$ cat src/rtl/coh_pkg.sv
package coh_pkg;

  typedef enum logic [1:0] {
    ST_INV = 2'd0,
    ST_SHR = 2'd1,
    ST_EXC = 2'd2
  } line_st_e;

  typedef enum logic [2:0] {
    OP_NONE   = 3'd0,
    OP_RDMISS = 3'd1,
    OP_WRMISS = 3'd2,
    OP_INVAL  = 3'd3,
    OP_WRBACK = 3'd4
  } bus_op_e;

  // Bus transaction a processor request needs, given the line it maps to.
  function automatic bus_op_e cpu_bus_op(line_st_e st, logic tag_eq, logic we);
    if (st == ST_EXC && !tag_eq) return OP_WRBACK;      // dirty victim first
    if (st == ST_INV || !tag_eq) return we ? OP_WRMISS : OP_RDMISS;
    if (we && st == ST_SHR)      return OP_INVAL;       // upgrade
    return OP_NONE;                                      // plain hit
  endfunction

  // Line state after this cache's own granted transaction.
  function automatic line_st_e cpu_next_st(line_st_e st, bus_op_e op);
    case (op)
      OP_RDMISS:           return ST_SHR;
      OP_WRMISS, OP_INVAL: return ST_EXC;
      OP_WRBACK:           return ST_INV;
      default:             return st;
    endcase
  endfunction

  // True when a snooped op concerns a held line at all.
  function automatic logic snoop_relevant(bus_op_e op);
    return (op == OP_RDMISS) || (op == OP_WRMISS) || (op == OP_INVAL);
  endfunction

  // Line state after a snooped transaction that hit.
  function automatic line_st_e snoop_next_st(line_st_e st, bus_op_e op);
    if (op == OP_RDMISS) return (st == ST_EXC) ? ST_SHR : st;
    if (op == OP_WRMISS || op == OP_INVAL) return ST_INV;
    return st;
  endfunction

endpackage

$ cat src/rtl/coh_tag_store.sv
module coh_tag_store
  import coh_pkg::*;
#(
  parameter int IDX_W = 3,
  parameter int TAG_W = 13
) (
  input  logic             clk,
  input  logic             rst_n,
  input  logic [IDX_W-1:0] cpu_idx,
  output logic [TAG_W-1:0] cpu_tag_o,
  output line_st_e         cpu_st_o,
  input  logic [IDX_W-1:0] snp_idx,
  output logic [TAG_W-1:0] snp_tag_o,
  output line_st_e         snp_st_o,
  input  logic             cpu_wr,
  input  line_st_e         cpu_wst,
  input  logic [TAG_W-1:0] cpu_wtag,
  input  logic             snp_wr,
  input  line_st_e         snp_wst
);
  localparam int LINES = 1 << IDX_W;

  logic [TAG_W-1:0] tag_q [LINES];
  line_st_e         st_q  [LINES];

  always_ff @(posedge clk) begin
    if (!rst_n) begin
      for (int i = 0; i < LINES; i++) begin
        st_q[i]  <= ST_INV;
        tag_q[i] <= '0;
      end
    end else if (cpu_wr) begin
      st_q[cpu_idx]  <= cpu_wst;
      tag_q[cpu_idx] <= cpu_wtag;
    end else if (snp_wr) begin
      st_q[snp_idx] <= snp_wst;
    end
  end

  assign cpu_tag_o = tag_q[cpu_idx];
  assign cpu_st_o  = st_q[cpu_idx];
  assign snp_tag_o = tag_q[snp_idx];
  assign snp_st_o  = st_q[snp_idx];

  // the own-request and snoop update paths never write together
  a_r7_one_writer: assert property (@(posedge clk) disable iff (!rst_n)
    !(cpu_wr && snp_wr));

endmodule

$ cat src/rtl/coh_req_ctrl.sv
module coh_req_ctrl
  import coh_pkg::*;
#(
  parameter int ADDR_W = 16,
  parameter int IDX_W  = 3
) (
  input  logic              clk,
  input  logic              rst_n,
  input  logic              cpu_req,
  input  logic              cpu_we,
  input  logic [ADDR_W-1:0] cpu_addr,
  input  line_st_e          line_st,
  input  logic [ADDR_W-IDX_W-1:0] line_tag,
  input  logic              bus_gnt,
  output logic              cpu_done,
  output logic              bus_req,
  output bus_op_e           bus_op_o,
  output logic [ADDR_W-1:0] bus_addr,
  output logic              upd_en,
  output line_st_e          upd_st,
  output logic [ADDR_W-IDX_W-1:0] upd_tag
);
  localparam int TAG_W = ADDR_W - IDX_W;

  logic [TAG_W-1:0] req_tag;
  logic [IDX_W-1:0] req_idx;
  logic             tag_eq;
  bus_op_e          need_op;

  assign req_tag = cpu_addr[ADDR_W-1:IDX_W];
  assign req_idx = cpu_addr[IDX_W-1:0];
  assign tag_eq  = (line_tag == req_tag);
  assign need_op = cpu_bus_op(line_st, tag_eq, cpu_we);

  assign bus_req  = cpu_req && (need_op != OP_NONE);
  assign bus_op_o = bus_req ? need_op : OP_NONE;
  assign cpu_done = cpu_req &&
                    ((need_op == OP_NONE) || (bus_gnt && need_op != OP_WRBACK));

  always_comb begin
    bus_addr = '0;
    if (bus_req) bus_addr = (need_op == OP_WRBACK) ? {line_tag, req_idx} : cpu_addr;
  end

  assign upd_en  = bus_req && bus_gnt;
  assign upd_st  = cpu_next_st(line_st, need_op);
  assign upd_tag = req_tag;

  // a granted victim write-back is never repeated for the same request
  a_r6_wb_followed: assert property (@(posedge clk) disable iff (!rst_n)
    (bus_req && bus_gnt && bus_op_o == OP_WRBACK)
    |=> !(bus_req && bus_op_o == OP_WRBACK && cpu_addr == $past(cpu_addr)));

  // after a granted upgrade the same address needs no second invalidate
  a_r5_upgrade_once: assert property (@(posedge clk) disable iff (!rst_n)
    (bus_req && bus_gnt && bus_op_o == OP_INVAL)
    |=> !(bus_req && bus_op_o == OP_INVAL && cpu_addr == $past(cpu_addr)));

  // a granted write miss leaves the line writable without the bus
  a_r4_exc_write_silent: assert property (@(posedge clk) disable iff (!rst_n)
    (bus_req && bus_gnt && bus_op_o == OP_WRMISS)
    |=> !(cpu_req && cpu_we && cpu_addr == $past(cpu_addr) && bus_req));

endmodule

$ cat src/rtl/coh_snoop_ctrl.sv
module coh_snoop_ctrl
  import coh_pkg::*;
#(
  parameter int ADDR_W = 16,
  parameter int IDX_W  = 3
) (
  input  logic              snoop_valid,
  input  bus_op_e           snoop_op,
  input  logic [ADDR_W-1:0] snoop_addr,
  input  line_st_e          line_st,
  input  logic [ADDR_W-IDX_W-1:0] line_tag,
  output logic              snoop_hit,
  output logic              snoop_flush,
  output logic              upd_en,
  output line_st_e          upd_st
);
  logic tag_eq;

  assign tag_eq      = (line_tag == snoop_addr[ADDR_W-1:IDX_W]);
  assign snoop_hit   = snoop_valid && snoop_relevant(snoop_op) &&
                       (line_st != ST_INV) && tag_eq;
  assign snoop_flush = snoop_hit && (line_st == ST_EXC);
  assign upd_en      = snoop_hit;
  assign upd_st      = snoop_next_st(line_st, snoop_op);

endmodule

$ cat src/rtl/snoop_coh_ctrl.sv
module snoop_coh_ctrl
  import coh_pkg::*;
#(
  parameter int ADDR_W = 16,
  parameter int IDX_W  = 3
) (
  input  logic              clk,
  input  logic              rst_n,
  input  logic              cpu_req,
  input  logic              cpu_we,
  input  logic [ADDR_W-1:0] cpu_addr,
  output logic              cpu_done,
  output logic              bus_req,
  input  logic              bus_gnt,
  output logic [2:0]        bus_op,
  output logic [ADDR_W-1:0] bus_addr,
  input  logic              snoop_valid,
  input  logic [2:0]        snoop_op,
  input  logic [ADDR_W-1:0] snoop_addr,
  output logic              snoop_hit,
  output logic              snoop_flush
);
  localparam int TAG_W = ADDR_W - IDX_W;

  // named internal events
  logic [TAG_W-1:0] cpu_line_tag, snp_line_tag, req_upd_tag;
  line_st_e         cpu_line_st, snp_line_st, req_upd_st, snp_upd_st;
  logic             req_upd_en, snp_upd_en;
  bus_op_e          own_op;
  bus_op_e          snp_op_e;

  assign snp_op_e = bus_op_e'(snoop_op);
  assign bus_op   = own_op;

  coh_tag_store #(.IDX_W(IDX_W), .TAG_W(TAG_W)) u_tags (
    .clk       (clk),
    .rst_n     (rst_n),
    .cpu_idx   (cpu_addr[IDX_W-1:0]),
    .cpu_tag_o (cpu_line_tag),
    .cpu_st_o  (cpu_line_st),
    .snp_idx   (snoop_addr[IDX_W-1:0]),
    .snp_tag_o (snp_line_tag),
    .snp_st_o  (snp_line_st),
    .cpu_wr    (req_upd_en),
    .cpu_wst   (req_upd_st),
    .cpu_wtag  (req_upd_tag),
    .snp_wr    (snp_upd_en),
    .snp_wst   (snp_upd_st)
  );

  coh_req_ctrl #(.ADDR_W(ADDR_W), .IDX_W(IDX_W)) u_req (
    .clk      (clk),
    .rst_n    (rst_n),
    .cpu_req  (cpu_req),
    .cpu_we   (cpu_we),
    .cpu_addr (cpu_addr),
    .line_st  (cpu_line_st),
    .line_tag (cpu_line_tag),
    .bus_gnt  (bus_gnt),
    .cpu_done (cpu_done),
    .bus_req  (bus_req),
    .bus_op_o (own_op),
    .bus_addr (bus_addr),
    .upd_en   (req_upd_en),
    .upd_st   (req_upd_st),
    .upd_tag  (req_upd_tag)
  );

  coh_snoop_ctrl #(.ADDR_W(ADDR_W), .IDX_W(IDX_W)) u_snp (
    .snoop_valid (snoop_valid),
    .snoop_op    (snp_op_e),
    .snoop_addr  (snoop_addr),
    .line_st     (snp_line_st),
    .line_tag    (snp_line_tag),
    .snoop_hit   (snoop_hit),
    .snoop_flush (snoop_flush),
    .upd_en      (snp_upd_en),
    .upd_st      (snp_upd_st)
  );

  // usage rule, one bus master per cycle
  a_r7_gnt_snoop_excl: assert property (@(posedge clk) disable iff (!rst_n)
    !(bus_gnt && snoop_valid));

  // an ungranted bus request never completes
  a_r7_stall_no_done: assert property (@(posedge clk) disable iff (!rst_n)
    (cpu_req && bus_req && !bus_gnt) |-> !cpu_done);

  // after supplying dirty data the line is no longer owned
  a_r8_flush_once: assert property (@(posedge clk) disable iff (!rst_n)
    snoop_flush |=> !(snoop_flush && snoop_addr == $past(snoop_addr)));

  // a snooped write miss or invalidate removes the copy
  a_r9_drop_on_write: assert property (@(posedge clk) disable iff (!rst_n)
    (snoop_hit && (snp_op_e == OP_WRMISS || snp_op_e == OP_INVAL))
    |=> !(snoop_hit && snoop_addr == $past(snoop_addr)));

endmodule

$ cat config.mk
export PLATFORM = sky130hd
export DESIGN_NAME = snoop_coh_ctrl
export DESIGN_NICKNAME = d
export VERILOG_FILES = /design/src/rtl/coh_pkg.sv /design/src/rtl/coh_tag_store.sv /design/src/rtl/coh_req_ctrl.sv /design/src/rtl/coh_snoop_ctrl.sv /design/src/rtl/snoop_coh_ctrl.sv
export SDC_FILE = /design/constraint.sdc
export NUM_CORES = 1
export LEC_CHECK = 0
export ABC_CLOCK_PERIOD_IN_PS = 3500
export BUFFER_PORTS_ARGS = -buffer_cell sky130_fd_sc_hd__buf_2
export CELL_PAD_IN_SITES_DETAIL_PLACEMENT = 0
export CELL_PAD_IN_SITES_GLOBAL_PLACEMENT = 2
export CORE_UTILIZATION = 41
export CTS_CLUSTER_SIZE = 40
export DETAILED_ROUTE_END_ITERATION = 10
export PLACE_DENSITY = 0.78
export SYNTH_ARGS = -nofsm -noshare
export SYNTH_HDL_FRONTEND = slang
export SYNTH_SLANG_ARGS = --single-unit
$ cat constraint.sdc
create_clock -name clk -period 3.5 [get_ports clk]
set_input_delay 0.175 -clock clk [delete_from_list [all_inputs] [get_ports clk]]
set_output_delay 0.175 -clock clk [all_outputs]
set_load 0.1 [all_outputs]
======== Word-level counts from Yosys, hierarchy flattened ========
Memories as Yosys holds them, arrays and structs flattened.
Cells that the tools add are included.
storage, ports and cells
  register bits ........................... 0
  bits in writable memories ............... 120
  input port bits ......................... 41
  output and inout bits ................... 23
  word-level logic and storage cells ...... 81
  memories ................................ 2
cells by class
  equality and inequality tests ........... 13
  mux-type cells .......................... 42
  reductions and logical operators ........ 24
memories
  memory        depth  width  read ports  clocked after Yosys merged registers in  wr ports  line                 text
  u_tags.tag_q  8      13     2           0                                        8         coh_tag_store.sv:23  logic [TAG_W-1:0] tag_q [LINES];
  u_tags.st_q   8      2      2           0                                        8         coh_tag_store.sv:24  line_st_e st_q [LINES];
operator list
  cell                  number
  $mux W16              2
  $mux W3               10
  $eq A13 B13 Y1        2
  $mux W1               20
  $mux W2               8
  $mux W13              1
  $reduce_or A13 Y1     1
  $eq A3 B2 Y1 const B  4
  $logic_and A1 B1 Y1   10
  $eq A3 B1 Y1 const B  2
  $pmux W2 S3           1
  $reduce_or A2 Y1      3
  $logic_or A1 B1 Y1    5
  $eq A2 B2 Y1 const B  2
  $eq A3 B3 Y1 const B  1
  $logic_not A3 Y1      1
  $ne A3 B3 Y1 const B  1
  $reduce_bool A3 Y1    1
  $eq A2 B1 Y1 const B  1
  $logic_not A2 Y1      1
  $reduce_bool A2 Y1    1
  $logic_not A1 Y1      1

======== Depth between registers and ports, before layout ========
Gate-level depths: netlist (run 1).
An unclocked memory read counts as a cell.
  depth after elaboration ................. 20
  depth in mapped cells ................... 14
  mapped depth without buffers ............ 9

======== By module ========
A second synthesis (run 1) with hierarchy kept.
second synthesis, totals
  cell total of the unflattened synthesis .. 627
  area total of the unflattened synthesis .. 7746.2 µm²
by module, submodules not included
  module          times used  cells each  area each (µm²)  sequential area each (µm²)
  coh_tag_store   1           475         6706.4           3603.5
  coh_req_ctrl    1           122         823.3            0.0
  coh_snoop_ctrl  1           30          216.5            0.0

======== Least setup slack after synthesis (run 1) ========
No wires, ideal clock.
  kind .................................... flip-flop to output port
  from .................................... memory u_tags.tag_q[1][6]
  to ...................................... output bus_addr[10]
  arrival ................................. 4.516 ns
  required time ........................... 3.325 ns
  slack ................................... -1.191 ns
  stages on the path, launching flop included .. 10
  path buffers ............................ 1
  cells stage by stage .................... edfxtp_1 > mux4_1 > mux2i_1 > xnor2_1 > or3_1 > nor4_2 > and4_2 > buf_4 > nor2_2 > a211oi_1
RTL lines
  element      line                  text
  from (decl)  coh_tag_store.sv:23
  to (decl)    snoop_coh_ctrl.sv:16  output logic [ADDR_W-1:0] bus_addr,

==> qor.yml, run 1 <==
die_area_mm2: 0.0188
dp_cells: 957
num-fill-cells: 1592
io_pins: 64
synth_edf_count: 120
first_pass_iters: 5
hold_end: "u_tags.tag_q[3][4]$_SDFFCE_PN0P_"
crit_chain: "mux4_2, mux2i_4, xnor2_1, or3_4, nor4_4, and4_4, nor2_4, mux2i_2, nor2_2, buf_12"
drtIter0Drc: 601
holdPathStages: 2
ant_nets: 0
num-nets-final: 793
clkSinkCount: 120
track_usage_pct: 27.4
drc: 0
tns_ns: 0
dp_hpwl_um: 17700
fin_worst_skew_ns: 0.00768
regToRegSetupSlack_ns: 0.28
slew_violations: 0
final_common_cell: "edfxtp_1"
synth_warnings: 0
ys_top_cells_by_area: "edfxtp_1, mux2i_1, and2_1, mux4_2, mux2_2"
final-seq-area_mm2: 0.00360
cap_violations: 0
grt_max_degree: 36
async_flop_share_pct: 0
instances_no_fill: 993
grt_pass1_wl_um: 35600
synth_top_cell_area_share_pct: 48.0
outcome: "completed"
mostFrequentLayoutCells: "edfxtp_1, and2_1, mux2i_1"
grt_pass1_vias: 5666
synth_top_cell_by_area: "edfxtp_1"
slowest_stage: "mux4_2"
place.gp.congestion: 0.928
numCtsBuffers: 17
area_growth_pct: 23.6
fin_crit_sh_pct: 98.1
insertedDiodeCount: 0
arrival_ns: 3.26
clk_latency_ns: 0.43
worst_pin_slew_ns: 0.560
slew_headroom_pct: 62.7
wire_per_inst_um: 24.8
layout-drive-gt1-share_pct: 29.8
postSynthAreaPerCell_um2: 11.6
path_clk_slew_ns: 0.06
final-hold-violation-count: 0
postLayoutCoreUtil_pct: 51.6
pwr_density_cell_mw_per_mm2: 457
r2r_end: "u_tags.st_q[5][1]$_SDFFCE_PN0P_"
ys_types: 59
p_leak_nw: 3.72
fin_crit_ns: 3.43
worst_ir_drop_vdd_v: 0.000321
multi_input_area_mm2: 0.00363
synth_nets: 685
clk_path_buf_depth: 2
cts_hold_repair.buffers: 0
cts_root_buf: "clkbuf_16"
hold_class: "in2reg"
cp-end-kind: "primary output"
netlist_instances: 644
ff2ff_path_depth: 10
viasPerCell: 5.76
row_count: 49
rsz0062_at_grt: "yes"
portBuffers: 63
synthesis.area_mm2: 0.00750
initial_utilization_pct: 41.7
crit_fanout: 5
worstPathRequired_ns: 3.32
r2r-start: "u_tags.tag_q[5][6]$_SDFFCE_PN0P_"
slowest_delay_ns: 0.51
placed_area_mm2: 0.00855
wirelength_um: 24600
grt_overflow_total: 0
power_w: 0.00424
ys_ff_latch: 120
clock.fmax_ghz: 0.291
synth_flop_cell: "edfxtp_1"
die_y_um: 137
via_count: 5719
critPathKind: "reg2out"
ys_seq_area_share_pct: 48.0
critPathLaunch: "u_tags.tag_q[5][6]$_SDFFCE_PN0P_"
finish.instance_area_mm2: 0.00927
cts_max_level: 4
setup_viol: 0
core_area_mm2: 0.0180
start_kind: "flop"
grt_antenna_before_repair: 0
hold_start: "cpu_addr[7]"
cts_tree: "done"
die_x_um: 137
[how the worst max path moves through the flow]
stage,slack [ns],cells past startpoint,to
after global placement,0.04,11,bus_addr[10]
after floorplan,-0.25,9,bus_addr[10]
after global routing,-0.04,10,bus_addr[11]
final,0.07,10,bus_addr[11]
after CTS,0.02,10,bus_op[1]
after detailed placement,0.02,13,bus_addr[10]
[report_power, final]
group          leakage [nW]  switching (W)  internal (W)
Sequential             1.16      0.0000439       0.00166
Clock                 0.269       0.000629       0.00102
Combinational          2.30       0.000555      0.000325
[repair_timing]
| item | 4_1_cts | 5_1_grt |
|---|---|---|
| buffers inserted | 1 | 3 |
| setup endpoints to repair | 19 | 18 |
| resized for setup | 24 | 18 |
| pin swaps | 2 | 6 |
| cloned | 0 | 1 |
[layer usage]
| metal | GRT usage [%] | part of all wire (%) | vias to the layer above |
|---|---|---|---|
| met5 | 0 | 0 | - |
| met4 | 8.24 | 1.7 | 0 |
| met3 | 3.38 | 5.7 | 35 |
| met2 | 44.5 | 48 | 213 |
| met1 | 38.1 | 45 | 2858 |
| li1 | - | - | 2613 |
[through the flow]
| step | hold WS (ns) | setup slack [ns] |
|---|---|---|
| floorplan | 0.464 | -0.245 |
| global placement | 0.585 | 0.0416 |
| detailed placement | 0.584 | 0.0189 |
| CTS | 0.146 | 0.0172 |
| global route | 0.161 | -0.0405 |
| finish | 0.151 | 0.0667 |
[registers in the layout, summed over array words and instances (netlist names)]
name,cells
u_tags.tag_q,104
u_tags.st_q,16
[cells in the mapped netlist (5+ instances only)]
master,number
o21ai_0,6
clkbuf_8,9
o22ai_1,5
a21oi_1,25
and2_1,97
clkbuf_1,20
nor3_1,9
and3_1,5
a22oi_1,16
nor2_1,39
inv_1,9
a22o_1,15
nand3_1,19
nand2_1,24
xor2_1,11
buf_1,6
mux2i_1,88
mux4_2,10
mux2_2,14
a221oi_1,12
xnor2_1,11
buf_2,8
nor2b_1,8
edfxtp_1,120
nand4_1,5
[worst max-delay path, delay by kind of cell, from the launching register on]
family | cells | cell delay (ns)
buf+inv | 1 | 0.19
xor+xnor | 1 | 0.08
flops | 1 | 0.39
simple gates | 5 | 1.29
mux | 3 | 0.87
[layout make-up]
cell class | instances | share of cell area, %
multi-input combinational | 464 | 39.2
clock buffer | 18 | 4.63
inverter | 10 | 0.405
timing repair buffer | 139 | 12.6
clock inverter | 13 | 1.21
tap | 229 | 3.09
sequential | 120 | 38.9
[logic make-up (layout without fill, tap and decap cells)]
family	Yosys count	count (layout)	share of synthesized area (%)
simple gates	230	231	17.1
flops	120	120	48.0
mux	117	117	18.3
compound gates	94	94	8.99
buf+inv	61	180	5.05
xor+xnor	22	22	2.57
Power figures use the tool's default switching activity.
==> inputs of run 2 (changes only) <==
- RECOVER_POWER: not set -> 50
==> qor.yml, run 2 (synthesized netlist as in run 1, its figures left out) <==
slew_violations: 0  # unchanged
track_usage_pct: 27.4  # unchanged
reg.largest.list: "u_tags.tag_q (104), u_tags.st_q (16)"  # unchanged
io_pins: 64  # unchanged
numCtsBuffers: 17  # unchanged
wirelength_um: 24700  # was 24600 um
fin_crit_ns: 3.43  # about the same
placed_area_mm2: 0.00855  # unchanged
finish.instance_area_mm2: 0.00925  # was 0.00927 mm2
hold_class: "in2reg"  # unchanged
hold_end: "u_tags.tag_q[0][6]$_SDFFCE_PN0P_"  # was u_tags.tag_q[3][4]$_SDFFCE_PN0P_
p_leak_nw: 3.72  # about the same
r2r-start: "u_tags.tag_q[5][6]$_SDFFCE_PN0P_"  # unchanged
insertedDiodeCount: 0  # unchanged
ff2ff_path_depth: 10  # unchanged
largest_reg_flops: 104  # unchanged
worst_pin_slew_ns: 0.554  # was 0.560 ns
hold_start: "cpu_addr[9]"  # was cpu_addr[7]
grt_pass1_wl_um: 35600  # unchanged
path_clk_slew_ns: 0.05  # was 0.06 ns
cts_hold_repair.buffers: 0  # unchanged
cp-end-kind: "primary output"  # unchanged
instances_no_fill: 993  # unchanged
die_x_um: 137  # unchanged
critPathKind: "reg2out"  # unchanged
dp_hpwl_um: 17700  # unchanged
grt_pass1_vias: 5666  # unchanged
fin_crit_sh_pct: 98.0  # was 98.1%
r2r_end: "u_tags.st_q[5][1]$_SDFFCE_PN0P_"  # unchanged
slew_headroom_pct: 63.1  # was 62.7%
layout-drive-gt1-share_pct: 29.7  # was 29.8%
wire_per_inst_um: 24.8  # about the same
portBuffers: 63  # unchanged
clkSinkCount: 120  # unchanged
row_count: 49  # unchanged
grt_antenna_before_repair: 0  # unchanged
num-nets-final: 793  # unchanged
die_y_um: 137  # unchanged
crit_chain: "mux4_2, mux2i_4, xnor2_1, or3_4, nor4_4, and4_4, nor2_4, mux2i_2, nor2_2, buf_12"  # unchanged
place.gp.congestion: 0.928  # unchanged
regToRegSetupSlack_ns: 0.27  # was 0.28 ns
start_kind: "flop"  # unchanged
first_pass_iters: 5  # unchanged
slowest_delay_ns: 0.51  # about the same
cts_max_level: 4  # unchanged
path_buf_inv: 1  # unchanged
drtIter0Drc: 562  # was 601
grt_max_degree: 36  # unchanged
drc: 0  # unchanged
ant_nets: 0  # unchanged
regMostFlops: "u_tags.tag_q"  # unchanged
num-fill-cells: 1596  # was 1592
slowest_stage: "mux4_2"  # unchanged
worstPathRequired_ns: 3.32  # about the same
core_area_mm2: 0.0180  # unchanged
grt_overflow_total: 0  # unchanged
clk_path_buf_depth: 2  # unchanged
pwr_density_cell_mw_per_mm2: 458  # was 457 mW/mm2
setup_viol: 0  # unchanged
mostFrequentLayoutCells: "edfxtp_1, and2_1, mux2i_1"  # unchanged
clk_latency_ns: 0.42  # was 0.43 ns
dp_cells: 957  # unchanged
viasPerCell: 5.80  # was 5.76
cts_root_buf: "clkbuf_16"  # unchanged
final_common_cell: "edfxtp_1"  # unchanged
worst_ir_drop_vdd_v: 0.000318  # was 0.000321 V
cap_violations: 0  # unchanged
via_count: 5757  # was 5719
cts_tree: "done"  # unchanged
fin_hold_ws_ns: 0.156  # was 0.151 ns
fin_worst_skew_ns: 0.00753  # was 0.00768 ns
area_growth_pct: 23.3  # was 23.6%
crit_fanout: 5  # unchanged
die_area_mm2: 0.0188  # unchanged
arrival_ns: 3.26  # about the same
clock.fmax_ghz: 0.291  # about the same
initial_utilization_pct: 41.7  # unchanged
final-hold-violation-count: 0  # unchanged
rsz0062_at_grt: "yes"  # unchanged
cpLargestDelayFamily: "simple AND/OR/NAND/NOR gates"  # unchanged
outcome: "completed"  # unchanged
holdPathStages: 2  # unchanged
## run 2: cell count changes in the layout (fill, tap and decap cells not counted)
cell,before,now
buf_12,14,13
buf_4,73,72
clkbuf_1,1,2
clkbuf_2,0,1
## run 2: power by group
group | switching (W) | leakage [nW] | internal, W
clock | 0.000626 | 0.269 | 0.00102
combinational | 0.000555 | 2.29 | 0.000325
sequential | 0.0000439 | 1.16 | 0.00166
total | 0.00123 | 3.72 | 0.00301
## run 2: through the flow
step	setup WS (ns)	util [%]	setup TNS, ns	total power, W
final	0.0688	51.5	0	0.00423
after global routing	-0.0405	51.5	-0.0749	0.00435
after CTS	0.0172	51.1	0	0.00422
after detailed placement	0.0189	47.6	0	0.00256
after global placement	0.0416	47.6	0	0.00256
after floorplan	-0.245	-	-1.77	0.00227
## run 2: worst max path at each step
stage	from	endpoint	slack, ns	cells past startpoint
5_1_grt	u_tags.tag_q[5][6]$_SDFFCE_PN0P_	bus_addr[11]	-0.04	10
4_1_cts	u_tags.tag_q[1][6]$_SDFFCE_PN0P_	bus_op[1]	0.02	10
3_3_place_gp	cpu_addr[2]	bus_addr[10]	0.04	11
2_1_floorplan	u_tags.tag_q[1][6]$_SDFFCE_PN0P_	bus_addr[10]	-0.25	9
3_5_place_dp	cpu_addr[0]	bus_addr[10]	0.02	13
6_report	u_tags.tag_q[5][6]$_SDFFCE_PN0P_	bus_addr[11]	0.07	10
## run 2: metal layers
| metal | routed length (um) | share of wire [%] | GRT usage, % | vias to the layer above |
|---|---|---|---|---|
| met2 | 11900 | 48 | 44.5 | 201 |
| li1 | - | - | - | 2612 |
| met5 | 0 | 0 | 0 | - |
| met1 | 10900 | 44 | 38.1 | 2915 |
| met4 | 373 | 1.5 | 8.24 | 0 |
| met3 | 1450 | 5.9 | 3.38 | 29 |
## run 2: cell type report
type	count	area (um2)	area share (%)
multi-input cells	464	3630	39.3
flip-flops and latches	120	3600	39.0
repair buffers	139	1150	12.4
clock buffers	18	429	4.64
well taps	229	287	3.10
clock inverters	13	113	1.22
inverters	10	37.5	0.406
## run 2: what timing repair did
action                     4_1_cts  5_1_grt
resized for setup               24       18
cloned                           0        1
setup buffers                    1        3
setup endpoints to repair       19       18
pin swaps                        2        6
==> inputs of run 3 (changes only) <==
- ABC_CLOCK_PERIOD_IN_PS: 3500 -> 2860
- CORE_UTILIZATION: 41 -> 37
- PLACE_DENSITY: 0.78 -> 0.75
- clock period: 3.5 -> 2.86 ns (I/O delays scaled with it)
==> qor.yml, run 3 (synthesized netlist as in run 1, its figures left out) <==
initial_utilization_pct: 38.2  # was 41.7%
num-fill-cells: 1733  # was 1596
slowest_delay_ns: 0.52  # was 0.51 ns
viasPerCell: 5.56  # was 5.80
grt_overflow_total: 0  # unchanged
pwr_density_cell_mw_per_mm2: 509  # was 458 mW/mm2
dp_hpwl_um: 18900  # was 17700 um
cpLargestDelayFamily: "simple AND/OR/NAND/NOR gates"  # unchanged
slew_headroom_pct: 62.9  # was 63.1%
wire_per_inst_um: 23.8  # was 24.8 um
critPathKind: "reg2out"  # unchanged
hold_class: "in2reg"  # unchanged
cp-end-kind: "primary output"  # unchanged
fin_crit_ns: 3.48
setup_viol: 263  # was 0
cap_violations: 0  # unchanged
cts_tree: "done"  # unchanged
mostFrequentLayoutCells: "buf_4, edfxtp_1, and2_1"  # was edfxtp_1, and2_1, mux2i_1
grt_antenna_before_repair: 1  # was 0
holdPathStages: 2  # unchanged
layout-drive-gt1-share_pct: 43.3  # was 29.7%
outcome: "complete, but fails checks"  # was completed
path_buf_inv: 2  # was 1
clkSinkCount: 120  # unchanged
portBuffers: 63  # unchanged
setup_ws_ns: -0.622  # was 0.0688 ns
arrival_ns: 3.34  # was 3.26 ns
hold_start: "cpu_addr[5]"  # was cpu_addr[9]
path_clk_slew_ns: 0.05  # about the same
area_growth_pct: 42.2  # was 23.3%
die_x_um: 144  # was 137 um
die_area_mm2: 0.0208  # was 0.0188 mm2
cts_root_buf: "clkbuf_16"  # unchanged
ant_nets: 0  # unchanged
drc: 0  # unchanged
worstPathRequired_ns: 2.72  # was 3.32 ns
clk_path_buf_depth: 2  # unchanged
grt_max_degree: 18  # was 36
grt_pass1_wl_um: 39000  # was 35600 um
r2r-start: "u_tags.tag_q[5][11]$_SDFFCE_PN0P_"  # was u_tags.tag_q[5][6]$_SDFFCE_PN0P_
tns_ns: -89.69  # was 0 ns
fin_crit_sh_pct: 122
final-seq-area_mm2: 0.00360  # unchanged
violations: "setup timing"
row_count: 51  # was 49
slowest_stage: "mux4_2"  # unchanged
io_pins: 64  # unchanged
ff2ff_path_depth: 12  # was 10
clock.fmax_ghz: 0.287
grt_pass1_vias: 6354  # was 5666
numCtsBuffers: 17  # unchanged
largest_reg_flops: 104  # unchanged
clk_latency_ns: 0.42  # about the same
num-nets-final: 877  # was 793
drtIter0Drc: 456  # was 562
via_count: 6195  # was 5757
fin_worst_skew_ns: 0.0181  # was 0.00753 ns
cts_max_level: 4  # unchanged
hold_end: "u_tags.tag_q[7][2]$_SDFFCE_PN0P_"  # was u_tags.tag_q[0][6]$_SDFFCE_PN0P_
final_common_cell: "buf_4"  # was edfxtp_1
place_ws_ns: -0.549  # was 0.0189 ns
regToRegSetupSlack_ns: -0.52  # was 0.27 ns
final-hold-violation-count: 0  # unchanged
worst_pin_slew_ns: 0.555  # was 0.554 ns
finish.instance_area_mm2: 0.0107  # was 0.00925 mm2
core_area_mm2: 0.0197  # was 0.0180 mm2
place.gp.congestion: 0.886  # was 0.928
first_pass_iters: 4  # was 5
p_leak_nw: 4.26  # was 3.72 nW
regMostFlops: "u_tags.tag_q"  # unchanged
multi_input_area_mm2: 0.00401  # was 0.00363 mm2
r2r_end: "u_tags.st_q[5][1]$_SDFFCE_PN0P_"  # unchanged
placed_area_mm2: 0.00971  # was 0.00855 mm2
track_usage_pct: 27.0  # was 27.4%
reg.largest.list: "u_tags.tag_q (104), u_tags.st_q (16)"  # unchanged
slew_violations: 0  # unchanged
rsz0062_at_grt: "yes"  # unchanged
die_y_um: 144  # was 137 um
power_w: 0.00543  # was 0.00423 W
worst_ir_drop_vdd_v: 0.000426  # was 0.000318 V
crit_fanout: 5  # unchanged
wirelength_um: 26500  # was 24700 um
start_kind: "flop"  # unchanged
crit_top_cell: "nor2_4"
crit_chain: "mux4_2, mux2i_4, xnor2_1, or3_4, nor4_4, and4_4, nor2_4, buf_6, mux2i_2, nor2_4, buf_12"  # was mux4_2, mux2i_4, xnor2_1, or3_4, nor4_4, and4_4, nor2_4, mux2i_2, nor2_2, buf_12
[run 3: cell types whose count changed in the layout (fill, tap and decap cells not counted), moves of 13 or more]
| cell | delta |
|---|---|
| nand3_2 | +14 |
| nor2_4 | +13 |
| a21oi_1 | -16 |
| a21oi_2 | +14 |
| buf_4 | +61 |
| buf_12 | +31 |
| nand3_1 | -15 |
[run 3: worst max-delay path by stage]
stage,startpoint,end,cells past startpoint
after floorplan,u_tags.tag_q[7][11]$_SDFFCE_PN0P_,bus_addr[10],9
after global placement,cpu_addr[0],u_tags.tag_q[4][11]$_SDFFCE_PN0P_,14
after detailed placement,cpu_addr[0],u_tags.tag_q[4][11]$_SDFFCE_PN0P_,14
after CTS,u_tags.tag_q[5][6]$_SDFFCE_PN0P_,bus_addr[7],11
after global routing,u_tags.tag_q[5][6]$_SDFFCE_PN0P_,bus_addr[7],11
final,u_tags.tag_q[5][11]$_SDFFCE_PN0P_,bus_addr[7],11
[run 3: routing by layer]
layer	vias up	share of wire, %	track usage (%)
met5	-	0	0
met4	0	3.7	12.8
met3	48	7.5	5.86
met2	273	46	42.2
met1	3082	43	35.5
li1	2792	-	-
[run 3: timing repair]
action,4_1_cts,5_1_grt
setup endpoints to repair,263,263
hold buffers,0,0
cloned,3,0
setup buffers,8,4
gates resized for setup,65,9
pin swaps,18,6
[run 3: through the flow]
step           hold WS [ns]  util, %  std cells
2_1_floorplan         0.432        -        644
5_1_grt               0.139     54.3       1113
3_3_place_gp          0.549     49.4       1067
4_1_cts               0.127     53.9       1109
3_5_place_dp          0.560     49.4       1067
6_report              0.125     54.3       1114
[run 3: final cells by class]
class | instances | area share (%)
inverter | 10 | 0.422
tap | 265 | 3.11
antenna | 1 | 0.0235
sequential | 120 | 33.8
timing repair buffer | 221 | 20.0
clock inverter | 11 | 1.01
multi-input combinational | 466 | 37.6
clock buffer | 20 | 4.09
[run 3: power by group]
group          leakage [nW]  total, W  switching, W  internal (W)
combinational          2.84   0.00131      0.000753      0.000552
sequential             1.16   0.00209     0.0000565       0.00203
clock                 0.266   0.00203      0.000774       0.00126
total                  4.26   0.00543       0.00158       0.00385
